<file path="config.mk">
export PLATFORM = sky130hd
export DESIGN_NAME = bank_latch_mapper
export DESIGN_NICKNAME = d
export VERILOG_FILES = /design/src/rtl/bank_latch_pkg.sv /design/src/rtl/bl_strobe_fsm.sv /design/src/rtl/bl_preset_counter.sv /design/src/rtl/bl_rom_gate.sv /design/src/rtl/bank_latch_mapper.sv
export SDC_FILE = /design/constraint.sdc
export NUM_CORES = 1
export LEC_CHECK = 0
export ABC_AREA = 1
export ABC_CLOCK_PERIOD_IN_PS = 3000
export BUFFER_PORTS_ARGS = -buffer_cell sky130_fd_sc_hd__buf_2
export CORE_AREA = 2 2 39 41
export CTS_BUF_LIST = sky130_fd_sc_hd__clkbuf_4 sky130_fd_sc_hd__clkbuf_8 sky130_fd_sc_hd__clkbuf_16
export DETAILED_ROUTE_END_ITERATION = 7
export DIE_AREA = 0 0 41 43
export PLACE_DENSITY = 0.44
export SETUP_SLACK_MARGIN = 0.2
export SLEW_MARGIN = 20
export SYNTH_ARGS = -nofsm -noshare
export SYNTH_HDL_FRONTEND = slang
export SYNTH_HIERARCHICAL = 1
export SYNTH_SLANG_ARGS = --single-unit
</file>
<file path="constraint.sdc">
create_clock -name clk -period 3 [get_ports clk]
set_input_delay 0.15 -clock clk [delete_from_list [all_inputs] [get_ports clk]]
set_output_delay 0.15 -clock clk [all_outputs]
set_load 0.05 [all_outputs]
</file>
<file path="src/rtl/bank_latch_pkg.sv">
package bank_latch_pkg;
    typedef enum logic {
        STB_LOW  = 1'b0,
        STB_HIGH = 1'b1
    } stb_state_t;
endpackage

</file>
<file path="src/rtl/bl_strobe_fsm.sv">
module bl_strobe_fsm
    import bank_latch_pkg::*;
(
    input  logic clk,
    input  logic clr_n,
    input  logic addr_hi,
    input  logic phi2,
    output logic sel,
    output logic tick
);
    stb_state_t state_q, state_d;

    // state register
    always_ff @(posedge clk or negedge clr_n) begin
        if (!clr_n) state_q <= STB_LOW;
        else        state_q <= state_d;
    end

    // next state and outputs
    always_comb begin
        sel     = addr_hi & phi2;
        state_d = state_q;
        tick    = 1'b0;
        unique case (state_q)
            STB_LOW: begin
                if (sel) begin
                    state_d = STB_HIGH;
                    tick    = 1'b1;
                end
            end
            STB_HIGH: begin
                if (!sel) state_d = STB_LOW;
            end
            default: state_d = STB_LOW;
        endcase
    end

    // one capture pulse per strobe activation
    a_r5_single_tick: assert property (@(posedge clk) disable iff (!clr_n)
        tick |=> !tick);

    // no capture without the top address bit
    a_r4_no_tick_low: assert property (@(posedge clk) disable iff (!clr_n)
        !addr_hi |-> !tick);
endmodule

</file>
<file path="src/rtl/bl_preset_counter.sv">
module bl_preset_counter #(
    parameter int WIDTH = 4
) (
    input  logic             clk,
    input  logic             clr_n,
    input  logic             tick,
    input  logic             load_n,
    input  logic             cnt_en,
    input  logic             carry_in,
    input  logic [WIDTH-1:0] d,
    output logic [WIDTH-1:0] q,
    output logic             carry_out
);
    localparam logic [WIDTH-1:0] TOP = {WIDTH{1'b1}};

    logic advance;
    assign advance = cnt_en & carry_in;

    // clear > load > count
    always_ff @(posedge clk or negedge clr_n) begin
        if (!clr_n) begin
            q <= '0;
        end else if (tick) begin
            if (!load_n)      q <= d;
            else if (advance) q <= q + 1'b1;
        end
    end

    assign carry_out = carry_in & (q == TOP);

    // load wins over counting
    a_r2_load: assert property (@(posedge clk) disable iff (!clr_n)
        (tick && !load_n) |=> (q == $past(d)));

    // increment with wrap
    a_r6_count: assert property (@(posedge clk) disable iff (!clr_n)
        (tick && load_n && cnt_en && carry_in) |=> (q == WIDTH'($past(q) + 1'b1)));

    // hold unless loading or both enables are set
    a_r7_hold: assert property (@(posedge clk) disable iff (!clr_n)
        (!tick || (load_n && !(cnt_en && carry_in))) |=> $stable(q));

    // carry out announces the wrap
    a_r8_carry_wrap: assert property (@(posedge clk) disable iff (!clr_n)
        (carry_out && tick && load_n && cnt_en) |=> (q == '0));
endmodule

</file>
<file path="src/rtl/bl_rom_gate.sv">
module bl_rom_gate (
    input  logic clk,
    input  logic clr_n,
    input  logic sel,
    input  logic rw,
    output logic rom_oe_n
);
    assign rom_oe_n = ~(sel & rw);

    // ROM never enabled during a write or when not selected
    a_r10_no_conflict: assert property (@(posedge clk) disable iff (!clr_n)
        (!rw || !sel) |-> rom_oe_n);
endmodule

</file>
<file path="src/rtl/bank_latch_mapper.sv">
module bank_latch_mapper #(
    parameter int WIDTH = 4
) (
    input  logic             clk,
    input  logic             clr_n,
    input  logic             addr_hi,
    input  logic             phi2,
    input  logic             rw,
    input  logic [WIDTH-1:0] cpu_data,
    input  logic             cnt_en,
    input  logic             carry_in,
    output logic [WIDTH-1:0] bank,
    output logic             carry_out,
    output logic             rom_oe_n
);
    logic sel;
    logic tick;

    bl_strobe_fsm u_strobe (
        .clk     (clk),
        .clr_n   (clr_n),
        .addr_hi (addr_hi),
        .phi2    (phi2),
        .sel     (sel),
        .tick    (tick)
    );

    bl_preset_counter #(.WIDTH(WIDTH)) u_cnt (
        .clk       (clk),
        .clr_n     (clr_n),
        .tick      (tick),
        .load_n    (rw),
        .cnt_en    (cnt_en),
        .carry_in  (carry_in),
        .d         (cpu_data),
        .q         (bank),
        .carry_out (carry_out)
    );

    bl_rom_gate u_gate (
        .clk      (clk),
        .clr_n    (clr_n),
        .sel      (sel),
        .rw       (rw),
        .rom_oe_n (rom_oe_n)
    );

    // a read strobe with counting off keeps the bank
    a_r3_read_hold: assert property (@(posedge clk) disable iff (!clr_n)
        (rw && !cnt_en) |=> $stable(bank));
endmodule

</file>
== Word-level counts from Yosys, hierarchy flattened ==
Cells that the tools add are included.

* Reduce and logical (&&, ||, !) cells: 1
* Equality and inequality tests: 2
* Muxes and demuxes: 4
* $add $sub $neg: 1
* Bitwise operators: 5

{| class="wikitable"
|+ Operators by type and width
! operator !! count
|-
| 4-bit two-way mux || 2
|-
| 4-bit by 1-bit adder with 4-bit output (second input constant) || 1
|-
| 1-bit AND || 4
|-
| 4-bit == test (second input constant) || 1
|-
| 1-bit two-way mux || 2
|-
| 2-bit by 1-bit inequality test with 1-bit output (second input constant) || 1
|-
| 2-bit AND reduction || 1
|-
| 1-bit NOT || 1
|}

* Bits of input ports: 11
* Register bits: 5

== Longest topological paths before layout ==
Gate-level depths: netlist of run 1.

* Depth in word-level cells: 4
* Gate-level depth with buffers: 6
* Depth with buffers taken out: 6

== Cells and area by module ==
Netlist of run 1, hierarchy kept.

{| class="wikitable"
|+ By module, submodules not included
! module !! times used !! cells an instance !! area each (um2)
|-
| bl_preset_counter || 1 || 42 || 265.3
|-
| bl_strobe_fsm || 1 || 4 || 38.8
|-
| bl_rom_gate || 1 || 1 || 3.8
|}

== Worst setup path before layout of run 1 ==
Ideal clock, no wire load.

* Kind: register to output
* From: reg u_cnt.q[0]
* To: out carry_out
* Path slack: 1.163 ns
* Arrival time: 1.687 ns
* Cell stages (with the launch flop): 4
* Path through: dfrtp_1 > ha_1 > nand2_1 > nor2_1

* Word-level cells in the longest chain between the ends: 2

{| class="wikitable"
|+ Ends and longest elaborated chain
! element !! RTL line !! RTL
|-
| start, declared || bl_preset_counter.sv:11 || <nowiki>output logic [WIDTH-1:0] q,</nowiki>
|-
| start signal, assigned || bl_preset_counter.sv:25 || <nowiki>else if (advance) q <= q + 1'b1;</nowiki>
|-
| 4-bit == test || bl_preset_counter.sv:29 || <nowiki>assign carry_out = carry_in & (q == TOP);</nowiki>
|-
| 1-bit AND || bl_preset_counter.sv:29 ||
|-
| end, declared || bank_latch_mapper.sv:13 || <nowiki>output logic carry_out,</nowiki>
|}

No other way between the ends.

== Final worst setup path of run 1 ==
Ends and elaborated chain as after synthesis.

==> out/summary.json, run 1 <==
{
  "timing.final.max_slew_violations": {"value": 0},
  "dominantRegCellSynth": {"value": "sky130_fd_sc_hd__dfrtp_1"},
  "initial_core_utilization": {"value": 0.222},
  "synth_top_area_cells": {"value": "sky130_fd_sc_hd__dfrtp_1 41%, sky130_fd_sc_hd__nand2_1 28%, sky130_fd_sc_hd__nor2_1 7.3%"},
  "vias_per_cell": {"value": 4.01},
  "total_number_of_h_tree_levels": {"value": 1},
  "die_area": {"value": 1760, "unit": "µm²"},
  "number_of_antenna_violations_at_the_first_check_in_global_routing": {"value": 0},
  "hold_path.startpoint": {"value": "phi2"},
  "routed-via-count": {"value": 337},
  "async_reset_ff_frac": {"value": 1.00},
  "syn2layout_area_growth": {"value": 45.5, "unit": "%"},
  "critical_path_class": {"value": "register to output port"},
  "cts_buffer_depth": {"value": 2},
  "wl": {"value": 704, "unit": "µm"},
  "number_of_buffers_added_by_the_clock_tree_synthesis_step": {"value": 3},
  "finalSetupViolCount": {"value": 0},
  "insertion_delay": {"value": 240, "unit": "ps"},
  "synth.cells.most_frequent": {"value": "23 x sky130_fd_sc_hd__nand2_1, 6 x sky130_fd_sc_hd__nor2_1, 5 x sky130_fd_sc_hd__dfrtp_1, 5 x sky130_fd_sc_hd__inv_1, 2 x sky130_fd_sc_hd__nand3_1"},
  "grt_util_all_layers": {"value": 0.104},
  "floorplan.die.height": {"value": 43, "unit": "µm"},
  "synth-seq-cells": {"value": 5},
  "dpl.hpwl": {"value": 577, "unit": "µm"},
  "yosysTopAreaCell": {"value": "sky130_fd_sc_hd__dfrtp_1"},
  "total_leakage_power": {"value": 0.277, "unit": "nW"},
  "clk_sink_count": {"value": 5},
  "worst_setup_path_start_kind": {"value": "register"},
  "power.density_cell_area": {"value": 665, "unit": "nW/µm²"},
  "hold_viol_final": {"value": 0},
  "ys.warnings.count": {"value": 6},
  "drcViolationCount": {"value": 0},
  "pre_cts_ws": {"value": 1810, "unit": "ps"},
  "post-layout-total-power": {"value": 0.298, "unit": "mW"},
  "min_delay_path_depth": {"value": 3},
  "synth_enable_flop_cells": {"value": 0},
  "clk_pin_slew_worst_paths": {"value": 40, "unit": "ps"},
  "crit-reg2reg-capture": {"value": "u_cnt/q[2]"},
  "postCtsSetupBuffers": {"value": 0},
  "maxCapViolations": {"value": 0},
  "rsz0062_at_grt": {"value": "false"},
  "seq_area_frac_synth": {"value": 0.407},
  "grt_first_pass_wirelength": {"value": 1170, "unit": "µm"},
  "synthDominantCellAreaShare": {"value": 0.407},
  "gpl.final_weighted_congestion": {"value": 0.651},
  "worst-r2r-setup-slack": {"value": 1890, "unit": "ps"},
  "mappedNetlistNets": {"value": 59},
  "place_inst": {"value": 79},
  "post_drt_wl_per_cell": {"value": 8.38, "unit": "µm"},
  "cts_tree": {"value": "yes"},
  "antenna_cells": {"value": 0},
  "numPortBuffers": {"value": 16},
  "fmaxAchievable": {"value": 696, "unit": "MHz"},
  "post_synth.cell_area_avg": {"value": 6.55, "unit": "µm²"},
  "maximum_number_of_pins_on_one_net_before_global_route_repair": {"value": 9},
  "globalRoute.totalOverflow": {"value": 0},
  "final_critical_path_setup_slack": {"value": 1560, "unit": "ps"},
  "arrival_time_at_the_worst_endpoint": {"value": 1290, "unit": "ps"},
  "crit-reg2reg-launch": {"value": "u_cnt/q[0]"},
  "critical_path.max_fanout": {"value": 6},
  "critical_path_required": {"value": 2850, "unit": "ps"},
  "worst-slew-pin-transition": {"value": 252, "unit": "ps"},
  "count_of_different_cell_masters_after_synthesis": {"value": 11},
  "floorplan.rows": {"value": 14},
  "drt_iter0_markers": {"value": 1},
  "drive_gt1_frac": {"value": 0.338},
  "die_x": {"value": 41, "unit": "µm"},
  "finish.cell_count_without_fillers": {"value": 84},
  "design.portCount": {"value": 17},
  "maxSlewHeadroom": {"value": 0.833},
  "share_of_the_clock_period_used_by_the_worst_path": {"value": 0.479},
  "post-synth-top-count-cell": {"value": "sky130_fd_sc_hd__nand2_1"},
  "ir_worst_vdd": {"value": 273, "unit": "µV"},
  "design.final.nets": {"value": 81},
  "library_cell_used_as_clock_root_buffer": {"value": "sky130_fd_sc_hd__clkbuf_4"},
  "post_synth_instance_area": {"value": 308, "unit": "µm²"},
  "hold_path_class": {"value": "input port to register"},
  "placeableCoreArea": {"value": 1380, "unit": "µm²"},
  "gate_count_after_technology_mapping": {"value": 47},
  "holdPathEnd": {"value": "u_strobe/state_q"},
  "status": {"value": "complete, no violations"},
  "rr_worst_depth": {"value": 6},
  "num-fill-cells": {"value": 159},
  "postRouteAntennaNets": {"value": 0},
  "first_global_vias": {"value": 314},
  "min_period": {"value": 1440, "unit": "ps"},
  "critical_path_sink_type": {"value": "output port"},
  "firstDrtPassIters": {"value": 3},
  "finalClockSkew": {"value": 0.643, "unit": "ps"},
  "setup-tns-final": {"value": 0, "unit": "ps"}
}
-- kinds of logic after synthesis --
| logic type | share of synthesized area |
|---|---|
| buffers and inverters | 0.0610 |
| adder cells (fa/ha/maj) | 0.0406 |
| flip-flops | 0.407 |
| AO/OA/AOI/OAI | 0.0447 |
| AND/OR/NAND/NOR | 0.447 |
-- report_power, final --
group	total [mW]	internal (mW)	switching, mW
registers	0.100	0.0815	0.0186
clock network	0.0845	0.0592	0.0254
logic	0.113	0.0325	0.0806
-- sequential cells by signal, indices dropped and copies added, names as in the netlist --
name and cells:
u_cnt/q 4, u_strobe/state_q 1
-- metrics by stage --
stage	area [µm²]	hold WS, ps	util
final	448	166	0.324
after global routing	448	188	0.324
after detailed placement	408	-25.8	0.295
after CTS	448	157	0.324
after global placement	408	-30.9	0.295
after floorplan	308	-146	-
-- cell type report --
| cell class | count | area (µm²) | share of cell area |
|---|---|---|---|
| Timing Repair Buffer | 17 | 90.1 | 0.201 |
| Sequential cell | 5 | 125 | 0.279 |
| Tap cell | 16 | 20.0 | 0.0447 |
| Inverter | 5 | 18.8 | 0.0419 |
| Multi-Input combinational cell | 37 | 164 | 0.366 |
| Clock buffer | 4 | 30.0 | 0.0670 |
-- worst max-delay path by stage --
stage | slack (ps) | startpoint | endpoint
5_1_grt | 1460 | u_cnt/q[0] | carry_out
6_report | 1560 | u_cnt/q[0] | carry_out
2_1_floorplan | 1160 | u_cnt/q[0] | carry_out
3_3_place_gp | 1830 | u_cnt/q[0] | carry_out
3_5_place_dp | 1810 | u_cnt/q[0] | carry_out
4_1_cts | 1540 | u_cnt/q[0] | carry_out
-- worst max-delay path, stage by stage, from the launching register on --
cell and delay, ps:
sky130_fd_sc_hd__dfrtp_1 430, sky130_fd_sc_hd__ha_1 200, sky130_fd_sc_hd__nand2_1 70, sky130_fd_sc_hd__nor2_1 100
sky130_fd_sc_hd__buf_2 260
-- per-layer routing --
| metal | wire length, µm | up-vias | part of all wire | global-route usage |
|---|---|---|---|---|
| met3 | 36 | 0 | 0.051 | 0.0314 |
| met2 | 353 | 9 | 0.50 | 0.159 |
| met4 | 0 | 0 | 0 | 0.100 |
| met5 | 0 | - | 0 | 0 |
| met1 | 314 | 140 | 0.45 | 0.102 |
| li1 | - | 188 | - | - |
-- repair_timing --
action                    in CTS  in global routing
hold buffers                   1                  0
hold endpoints to repair       5                  0
gates resized for setup        0                  0
-- cell usage in the layout, fill, tap and decap left out --
cell type | Yosys | routed
sky130_fd_sc_hd__ha_1 | 1 | 1
sky130_fd_sc_hd__nand4_1 | 1 | 1
sky130_fd_sc_hd__dfrtp_1 | 5 | 5
sky130_fd_sc_hd__o21ai_0 | 1 | 1
sky130_fd_sc_hd__o21ai_2 | 1 | 1
sky130_fd_sc_hd__nand3_1 | 2 | 2
sky130_fd_sc_hd__nor2_2 | 1 | 1
sky130_fd_sc_hd__nand2_2 | 1 | 1
sky130_fd_sc_hd__nor2_1 | 6 | 6
sky130_fd_sc_hd__nand2_1 | 23 | 23
sky130_fd_sc_hd__dlygate4sd3_1 | 0 | 1
sky130_fd_sc_hd__clkbuf_4 | 0 | 4
sky130_fd_sc_hd__buf_2 | 0 | 16
sky130_fd_sc_hd__inv_1 | 5 | 5
Power figures use the tool's default switching activity.
==> inputs of run 2 (changes only) <==
--- a/config.mk
+++ b/config.mk
@@ -6,7 +6,7 @@
 export NUM_CORES = 1
 export LEC_CHECK = 0
 export ABC_AREA = 1
-export ABC_CLOCK_PERIOD_IN_PS = 3000
+export ABC_CLOCK_PERIOD_IN_PS = 1470
 export BUFFER_PORTS_ARGS = -buffer_cell sky130_fd_sc_hd__buf_2
 export CORE_AREA = 2 2 39 41
 export CTS_BUF_LIST = sky130_fd_sc_hd__clkbuf_4 sky130_fd_sc_hd__clkbuf_8 sky130_fd_sc_hd__clkbuf_16
==> constraint.sdc (replaced) <==
create_clock -name clk -period 1.47 [get_ports clk]
set_input_delay 0.0735 -clock clk [delete_from_list [all_inputs] [get_ports clk]]
set_output_delay 0.0735 -clock clk [all_outputs]
set_load 0.05 [all_outputs]
==> run 2 against run 1 <==
Final cell count increased by 2.4%; largest power group unchanged; global-route usage about the same; combinational power increased by 140%; critical endpoint unchanged.
==> out/summary.json, run 2 (same netlist as run 1, synthesis figures left out) <==
{
  "total_leakage_power": {"value": 0.286, "unit": "nW", "change": "was 0.277 nW"},
  "critical_path.max_fanout": {"value": 2, "change": "was 6"},
  "rsz0062_at_grt": {"value": "false", "change": "unchanged"},
  "largest_register_ffs": {"value": 4, "change": "unchanged"},
  "layout_top_registers": {"value": "u_cnt/q (4), u_strobe/state_q (1)", "change": "unchanged"},
  "clk_pin_slew_worst_paths": {"value": 50, "unit": "ps", "change": "was 40 ps"},
  "firstDrtPassIters": {"value": 4, "change": "was 3"},
  "initial_core_utilization": {"value": 0.222, "change": "unchanged"},
  "arrival_time_at_the_worst_endpoint": {"value": 1130, "unit": "ps", "change": "was 1290 ps"},
  "drive_gt1_frac": {"value": 0.414, "change": "was 0.338"},
  "grt_first_pass_wirelength": {"value": 1190, "unit": "µm", "change": "was 1170 µm"},
  "launching_element_of_the_worst_setup_path": {"value": "u_cnt/q[0]", "change": "unchanged"},
  "total_number_of_h_tree_levels": {"value": 1, "change": "unchanged"},
  "hold_path.startpoint": {"value": "phi2", "change": "unchanged"},
  "insertion_delay": {"value": 240, "unit": "ps", "change": "about the same"},
  "design.final.nets": {"value": 83, "change": "was 81"},
  "maxCapViolations": {"value": 0, "change": "unchanged"},
  "worst_setup_path_start_kind": {"value": "register", "change": "unchanged"},
  "finalSetupViolCount": {"value": 0, "change": "unchanged"},
  "die_area": {"value": 1760, "unit": "µm²", "change": "unchanged"},
  "numPortBuffers": {"value": 16, "change": "unchanged"},
  "mostFrequentLayoutCells": {"value": "22 x sky130_fd_sc_hd__nand2_1, 15 x sky130_fd_sc_hd__buf_2, 5 x sky130_fd_sc_hd__inv_1, 5 x sky130_fd_sc_hd__nor2_1, 4 x sky130_fd_sc_hd__clkbuf_4", "change": "was 23 x sky130_fd_sc_hd__nand2_1, 16 x sky130_fd_sc_hd__buf_2, 6 x sky130_fd_sc_hd__nor2_1"},
  "gpl.final_weighted_congestion": {"value": 0.662, "change": "was 0.651"},
  "dpl.hpwl": {"value": 567, "unit": "µm", "change": "was 577 µm"},
  "critical_path_sink_type": {"value": "output port", "change": "unchanged"},
  "power.density_cell_area": {"value": 1340, "unit": "nW/µm²", "change": "was 665 nW/µm²"},
  "worst_hold_slack": {"value": 73.5, "unit": "ps", "change": "was 166 ps"},
  "cts_tree": {"value": "yes", "change": "unchanged"},
  "layout_commonest_cell": {"value": "sky130_fd_sc_hd__nand2_1", "change": "unchanged"},
  "critical_path_class": {"value": "register to output port", "change": "unchanged"},
  "globalRoute.totalOverflow": {"value": 0, "change": "unchanged"},
  "grt_util_all_layers": {"value": 0.104, "change": "about the same"},
  "fmaxAchievable": {"value": 833, "unit": "MHz"},
  "die_x": {"value": 41, "unit": "µm", "change": "unchanged"},
  "number_of_buffers_added_by_the_clock_tree_synthesis_step": {"value": 3, "change": "unchanged"},
  "syn2layout_area_growth": {"value": 56.5, "unit": "%", "change": "was 45.5%"},
  "floorplan.rows": {"value": 14, "change": "unchanged"},
  "share_of_the_clock_period_used_by_the_worst_path": {"value": 0.816},
  "setup-tns-final": {"value": 0, "unit": "ps", "change": "unchanged"},
  "worst-slew-pin-transition": {"value": 248, "unit": "ps", "change": "was 252 ps"},
  "postRouteAntennaNets": {"value": 0, "change": "unchanged"},
  "min_period": {"value": 1200, "unit": "ps"},
  "routed-via-count": {"value": 359, "change": "was 337"},
  "timing.final.max_slew_violations": {"value": 0, "change": "unchanged"},
  "status": {"value": "complete, no violations", "change": "unchanged"},
  "critical_path_required": {"value": 1400, "unit": "ps", "change": "was 2850 ps"},
  "reg_with_most_ffs": {"value": "u_cnt/q", "change": "unchanged"},
  "cts_buffer_depth": {"value": 2, "change": "unchanged"},
  "post_drt_wl_per_cell": {"value": 8.78, "unit": "µm", "change": "was 8.38 µm"},
  "number_of_antenna_violations_at_the_first_check_in_global_routing": {"value": 0, "change": "unchanged"},
  "floorplan.die.height": {"value": 43, "unit": "µm", "change": "unchanged"},
  "vias_per_cell": {"value": 4.17, "change": "was 4.01"},
  "hold_viol_final": {"value": 0, "change": "unchanged"},
  "library_cell_used_as_clock_root_buffer": {"value": "sky130_fd_sc_hd__clkbuf_4", "change": "unchanged"},
  "drt_iter0_markers": {"value": 4, "change": "was 1"},
  "crit-reg2reg-launch": {"value": "u_cnt/q[0]", "change": "unchanged"},
  "maxSlewHeadroom": {"value": 0.836, "change": "was 0.833"},
  "first_global_vias": {"value": 307, "change": "was 314"},
  "clk_sink_count": {"value": 5, "change": "unchanged"},
  "finalClockSkew": {"value": 1.88, "unit": "ps", "change": "was 0.643 ps"},
  "maximum_number_of_pins_on_one_net_before_global_route_repair": {"value": 9, "change": "unchanged"},
  "design.portCount": {"value": 17, "change": "unchanged"},
  "wl": {"value": 755, "unit": "µm", "change": "was 704 µm"},
  "placeableCoreArea": {"value": 1380, "unit": "µm²", "change": "unchanged"},
  "antenna_cells": {"value": 0, "change": "unchanged"},
  "ir_worst_vdd": {"value": 393, "unit": "µV", "change": "was 273 µV"},
  "hold_path_class": {"value": "input port to register", "change": "unchanged"},
  "drcViolationCount": {"value": 0, "change": "unchanged"}
}
-- run 2: changes by cell type in the layout (fill, tap and decap cells not counted) --
| cell | change |
|---|---|
| sky130_fd_sc_hd__buf_2 | -1 |
| sky130_fd_sc_hd__buf_4 | +2 |
| sky130_fd_sc_hd__buf_6 | +1 |
| sky130_fd_sc_hd__dfrtp_1 | -2 |
| sky130_fd_sc_hd__dfrtp_2 | +2 |
| sky130_fd_sc_hd__nand2_1 | -1 |
| sky130_fd_sc_hd__nand2_2 | +1 |
| sky130_fd_sc_hd__nor2_1 | -1 |
| sky130_fd_sc_hd__nor2_4 | +1 |
-- run 2: metal layers --
layer	share of wire	GRT usage	wire length, µm
met5	0	0	0
met2	0.45	0.134	343
met4	0.016	0.120	12
met1	0.48	0.127	361
met3	0.049	0.0157	37
-- run 2: worst paths after layout --
kind	cells past startpoint	to	slack, ps
setup / recovery	4	carry_out	270
hold / removal	3	u_strobe/state_q	70
setup reg to reg	6	u_cnt/q[2]	410
hold reg to reg	2	u_cnt/q[3]	560
max in group asynchronous	2	u_cnt/q[0]	1140
min in group asynchronous	2	u_strobe/state_q	180
-- run 2: per-stage QoR --
| step | cells | worst slack, ps | instance area, µm² | utilization | total power, mW |
|---|---|---|---|---|---|
| 6_report | 86 | 270 | 482 | 0.348 | 0.647 |
| 4_1_cts | 86 | 223 | 478 | 0.345 | 0.657 |
| 5_1_grt | 86 | 222 | 482 | 0.348 | 0.691 |
| 2_1_floorplan | 47 | 222 | 318 | - | 0.377 |
| 3_5_place_dp | 79 | 330 | 418 | 0.302 | 0.444 |
| 3_3_place_gp | 79 | 358 | 418 | 0.302 | 0.446 |
-- run 2: cell type report --
class | count | area, µm²
Clock buffer | 4 | 30.0
Fill cell | 159 | 902
Inverter | 5 | 18.8
Multi-Input combinational cell | 37 | 174
Sequential cell | 5 | 128
Tap cell | 16 | 20.0
Timing Repair Buffer | 19 | 111
-- run 2: power by group --
group          leakage, nW  switching, mW  internal (mW)
Sequential          0.0603         0.0259          0.168
Combinational        0.207          0.184         0.0844
Clock               0.0184         0.0631          0.121
-- run 2: worst max-delay path, cell delays in order (launching register included) --
cell                      delay (ps)
sky130_fd_sc_hd__dfrtp_2         390
sky130_fd_sc_hd__ha_1            220
sky130_fd_sc_hd__nand2_2          90
sky130_fd_sc_hd__nor2_4           40
sky130_fd_sc_hd__buf_6           140
-- run 2: repair_timing --
action,CTS,global route
endpoints found under the setup margin,1,1
hold buffers,1,0
endpoints found under the hold margin,5,0
setup buffers,2,0
resized for setup,2,1
